<file path="config.mk">
export PLATFORM = sky130hd
export DESIGN_NAME = instr_seq
export DESIGN_NICKNAME = d
export VERILOG_FILES = /design/src/rtl/instr_seq.sv
export SDC_FILE = /design/constraint.sdc
export NUM_CORES = 1
export LEC_CHECK = 0
export BUFFER_PORTS_ARGS = -buffer_cell sky130_fd_sc_hd__buf_2
export CAP_MARGIN = 40
export CORE_UTILIZATION = 45
export CTS_CLUSTER_SIZE = 16
export DETAILED_ROUTE_END_ITERATION = 8
export PLACE_DENSITY = 0.79
export SYNTH_ARGS = -nofsm -noshare
export SYNTH_HDL_FRONTEND = slang
export SYNTH_SLANG_ARGS = --single-unit
</file>
<file path="constraint.sdc">
create_clock -name clk -period 3.47 [get_ports clk]
set_input_delay 0.1735 -clock clk [delete_from_list [all_inputs] [get_ports clk]]
set_output_delay 0.1735 -clock clk [all_outputs]
set_load 0.01 [all_outputs]
</file>
<file path="src/rtl/instr_seq.sv">
module instr_seq #(
  parameter int NREG   = 8,
  parameter int CFG_W  = 16,
  parameter int ADDR_W = 40,
  parameter int LEN_W  = 24
) (
  input  logic                    clk,
  input  logic                    rst_n,
  input  logic                    in_valid,
  input  logic [31:0]             in_data,
  output logic                    in_ready,
  output logic [NREG*CFG_W-1:0]   cfg_regs,
  output logic                    dma_req,
  output logic [ADDR_W-1:0]       dma_addr,
  output logic [LEN_W-1:0]        dma_len,
  output logic                    dma_wr,
  input  logic                    dma_done,
  output logic                    comp_start,
  input  logic                    comp_done,
  output logic                    err
);
  localparam int AHI_W = ADDR_W - 24;
  localparam int IDX_W = $clog2(NREG);
  localparam logic [7:0] NREG8 = 8'(NREG);

  localparam logic [7:0] H_OPEN  = 8'hF0;
  localparam logic [7:0] H_SPLIT = 8'hF1;
  localparam logic [7:0] H_CLOSE = 8'hF2;
  localparam logic [7:0] H_CFG   = 8'h20;
  localparam logic [7:0] H_AHI   = 8'h30;
  localparam logic [7:0] H_ALO   = 8'h31;
  localparam logic [7:0] H_LRD   = 8'h32;
  localparam logic [7:0] H_LWR   = 8'h33;

  typedef enum logic [2:0] {S_IDLE, S_CFG, S_MOV, S_DWAIT, S_CWAIT, S_ERR} st_t;

  st_t              state;
  logic [1:0]       step;
  logic [AHI_W-1:0] ahi;
  logic [23:0]      alo;
  logic [CFG_W-1:0] cfg_q [NREG];
  logic             bad;

  wire [7:0] hdr = in_data[31:24];
  wire       acc = in_valid & in_ready;

  assign in_ready = (state == S_IDLE) || (state == S_CFG) || (state == S_MOV);

  for (genvar i = 0; i < NREG; i++) begin : g_cfg
    assign cfg_regs[i*CFG_W +: CFG_W] = cfg_q[i];
  end

  always_comb begin
    case (hdr)
      H_OPEN:        bad = state != S_IDLE;
      H_SPLIT:       bad = state != S_CFG;
      H_CLOSE:       bad = (state != S_MOV) || (step != 2'd0);
      H_CFG:         bad = (state != S_CFG) || (in_data[23:16] >= NREG8);
      H_AHI:         bad = (state != S_MOV) || (step != 2'd0);
      H_ALO:         bad = (state != S_MOV) || (step != 2'd1);
      H_LRD, H_LWR:  bad = (state != S_MOV) || (step != 2'd2);
      default:       bad = 1'b1;
    endcase
  end

  always_ff @(posedge clk or negedge rst_n) begin
    if (!rst_n) begin
      state      <= S_IDLE;
      step       <= 2'd0;
      ahi        <= '0;
      alo        <= '0;
      dma_req    <= 1'b0;
      dma_addr   <= '0;
      dma_len    <= '0;
      dma_wr     <= 1'b0;
      comp_start <= 1'b0;
      err        <= 1'b0;
      for (int i = 0; i < NREG; i++) cfg_q[i] <= '0;
    end else begin
      dma_req    <= 1'b0;
      comp_start <= 1'b0;
      case (state)
        S_DWAIT: if (dma_done)  state <= S_MOV;
        S_CWAIT: if (comp_done) state <= S_IDLE;
        S_ERR:   state <= S_ERR;
        default: if (acc) begin
          if (bad) begin
            state <= S_ERR;
            err   <= 1'b1;
          end else begin
            case (hdr)
              H_OPEN:  state <= S_CFG;
              H_SPLIT: state <= S_MOV;
              H_CLOSE: begin
                state      <= S_CWAIT;
                comp_start <= 1'b1;
              end
              H_CFG:   cfg_q[in_data[16 +: IDX_W]] <= in_data[CFG_W-1:0];
              H_AHI: begin
                ahi  <= in_data[AHI_W-1:0];
                step <= 2'd1;
              end
              H_ALO: begin
                alo  <= in_data[23:0];
                step <= 2'd2;
              end
              default: begin
                dma_req  <= 1'b1;
                dma_addr <= {ahi, alo};
                dma_len  <= in_data[LEN_W-1:0];
                dma_wr   <= hdr == H_LWR;
                step     <= 2'd0;
                state    <= S_DWAIT;
              end
            endcase
          end
        end
      endcase
    end
  end

  a_r9_err_sticky: assert property (@(posedge clk) disable iff (!rst_n)
    err |=> err);

  a_r9_err_blocks: assert property (@(posedge clk) disable iff (!rst_n)
    err |-> !in_ready);

  a_r6_req_pulse: assert property (@(posedge clk) disable iff (!rst_n)
    dma_req |=> !dma_req);

  a_r6_addr_with_req: assert property (@(posedge clk) disable iff (!rst_n)
    !$stable(dma_addr) |-> dma_req);

  a_r7_hold_during_dma: assert property (@(posedge clk) disable iff (!rst_n)
    (dma_req && !dma_done) |=> !in_ready);

  a_r8_start_pulse: assert property (@(posedge clk) disable iff (!rst_n)
    comp_start |=> !comp_start);

  a_r8_hold_during_comp: assert property (@(posedge clk) disable iff (!rst_n)
    (comp_start && !comp_done) |=> !in_ready);

endmodule

</file>
==> impl_metrics.json <==
{
  "first_pass_iters": 4,
  "crit_type": "register to register",
  "syn_area_um2": 9780,
  "place_congestion": 0.846,
  "cts_max_level": 1,
  "worstSetupEndpointType": "register",
  "whs_path_depth": 2,
  "max_freq_mhz": 352,
  "power.density_nw_per_um2": 509,
  "fin_nets": 916,
  "worstMarginPinSlew_ps": 928,
  "post_cts_resize_count": 0,
  "dieArea_um2": 22300,
  "cts_tree": "yes",
  "synth_edf_count": 0,
  "cts-root-buf": "clkbuf_16",
  "synthDominantCellAreaShare_pct": 61.6,
  "slew_viol_final": 0,
  "routed_via_density": 5.25,
  "die_x_um": 149,
  "slowest_delay_ps": 640,
  "areaGrowthSynthToFinish_pct": 24.6,
  "finalCritPeriodShare_pct": 81.8,
  "cp-start-kind": "register",
  "n_antenna_cell": 0,
  "status": "finished clean",
  "grt_max_degree": 121,
  "synth.top_cells.by_count": "dfrtp_1 (241), mux2_2 (160), mux2_1 (72)",
  "yosys_warnings": 0,
  "clock_latency_ps": 530,
  "ys_seq_area_share_pct": 61.6,
  "fin_setup_tns_ps": 0,
  "synth-simple-area-share_pct": 5.37,
  "drtIter0Drc": 204,
  "cp.required_ps": 3880,
  "n_fill_cell": 1726,
  "path_delay_family": "simple AND/OR/NAND/NOR gates",
  "dp_hpwl_mm": 15.7,
  "gr-total-overflow": 0,
  "max-vdd-ir-drop_v": 0.000350,
  "avgRoutedWirePerCell_um": 19.5,
  "synth_seq_cells": 241,
  "p_leak_nw": 6.92,
  "numPortBuffers": 233,
  "synth-main-ff-cell": "dfrtp_1",
  "synthAdderAreaFrac_pct": 0,
  "drc": 0,
  "synth_compound_area_share_pct": 2.80,
  "cts.clk_slew.worst_paths_ps": 60,
  "core_area_um2": 21200,
  "hold-worst-slack_ps": 63.8,
  "synth_area_leaders": "dfrtp_1 (62%), mux2_2 (18%), mux2_1 (8.3%)",
  "ant_nets": 0,
  "synth.area.mux_share_pct": 26.8,
  "cp_slowest_cell": "nand4_2",
  "finalNonFillerCells": 1172,
  "hold_path_class": "primary input to register",
  "relSlewSlack_pct": 38.1,
  "synth_top_family_by_area": "multiplexers",
  "synth.largest_area_cell": "dfrtp_1",
  "cp_max_fo": 16,
  "async_flop_share_pct": 100,
  "setup_viol": 0,
  "cap_viol_max_count": 0,
  "path_cells": "or2_2 -> a211oi_2 -> or3_1 -> nand4_2 -> mux2_2",
  "synth_xor_area_share_pct": 0.0895,
  "hold_violations": 0,
  "synth_nets": 669,
  "yosysMostFrequentCell": "dfrtp_1",
  "totalWireLength_mm": 22.9,
  "syn_area_per_cell_um2": 15.5,
  "r2r_cells": 5,
  "cp.depth": 5,
  "fin_util_pct": 57.6,
  "grt_pass1_wl_mm": 36.1,
  "cts_buffers": 25,
  "num_io_pins": 234,
  "clock-sinks": 241,
  "antenna_found_initial": 0,
  "synth_cell_types": 56,
  "vias": 6158,
  "finalClockSkew_ps": 6.12,
  "grt_pass1_vias": 6361,
  "cts_buffer_depth": 3,
  "die_y_um": 149,
  "drive_gt1_share_pct": 53.2,
  "syn_inst": 632,
  "rows": 53,
  "critPathBufInv": 0,
  "worstPathArrival_ps": 3250,
  "grt_usage_pct": 20.9,
  "finalCriticalPeriod_ps": 2840,
  "place_inst": 1117,
  "rsz0062_at_grt": "no",
  "initial_core_util_pct": 46.3
}
==> flip-flops by register name (all words and copies together), names as in the netlist <==
signal / flops
ahi: 16
dma_addr: 40
alo: 24
err: 1
step: 2
state: 3
comp_start: 1
dma_len: 24
dma_wr: 1
cfg_regs: 128
dma_req: 1
==> timing repair <==
action | CTS | global route
hold buffers | 10 | 0
hold endpoints to repair | 135 | 0
buffers inserted | 0 | 0
==> cell type report <==
| cell class | count | area, um2 | area share [%] |
|---|---|---|---|
| well taps | 275 | 344 | 2.82 |
| clock buffers | 29 | 671 | 5.50 |
| repair buffers | 261 | 1460 | 12.0 |
| clock inverters | 16 | 218 | 1.79 |
| multi-input cells | 340 | 3430 | 28.1 |
| inverters | 10 | 37.5 | 0.308 |
| flip-flops and latches | 241 | 6030 | 49.5 |
==> report_power, final <==
group          switching, mW  internal (mW)
clock                   1.15           1.70
combinational          0.270          0.153
sequential            0.0593           2.88
total                   1.48           4.73
==> worst paths after layout <==
check	from	slack, ps	endpoint
setup / recovery	step[0]	630	cfg_regs[48]
hold / removal	in_data[15]	60	dma_len[15]
setup reg to reg	step[0]	630	cfg_regs[48]
hold reg to reg	err	480	err
max in group asynchronous	rst_n	2230	cfg_regs[67]
min in group asynchronous	rst_n	260	cfg_regs[75]
==> metal layers <==
layer  global-route usage, %  share of wire, %
met5                       0                 0
met3                    4.09               5.2
met1                    27.8                43
met2                    34.0                48
met4                    7.65               3.1
==> cell families after synthesis <==
kind of cell,after synthesis
multiplexers,233
XOR/XNOR,1
AND/OR/NAND/NOR,72
flip-flops,241
buffers and inverters,51
AO/OA/AOI/OAI,34
==> stage by stage <==
step	instance area [um2]	worst slack, ps	power (mW)
final	12200	631	6.21
after global routing	12200	437	6.45
after CTS	12200	600	6.28
after detailed placement	11200	430	3.40
after global placement	11200	476	3.40
after floorplan	9780	977	3.20
==> layout by cell type, fill, tap and decap left out, types with 5 or more instances in the layout <==
| cell type | synthesis | final |
|---|---|---|
| nand2_1 | 8 | 8 |
| or3_1 | 7 | 7 |
| buf_4 | 2 | 14 |
| inv_1 | 9 | 9 |
| nor3_1 | 7 | 7 |
| dfrtp_1 | 241 | 241 |
| buf_2 | 3 | 232 |
| nor4_1 | 9 | 9 |
| clkinvlp_4 | 0 | 5 |
| nor2_1 | 8 | 8 |
| clkbuf_16 | 0 | 25 |
| mux2_2 | 160 | 160 |
| nand4_2 | 10 | 10 |
| dlygate4sd3_1 | 0 | 10 |
| mux2_1 | 72 | 72 |
Note: power is estimated with default switching activity, not from simulation.
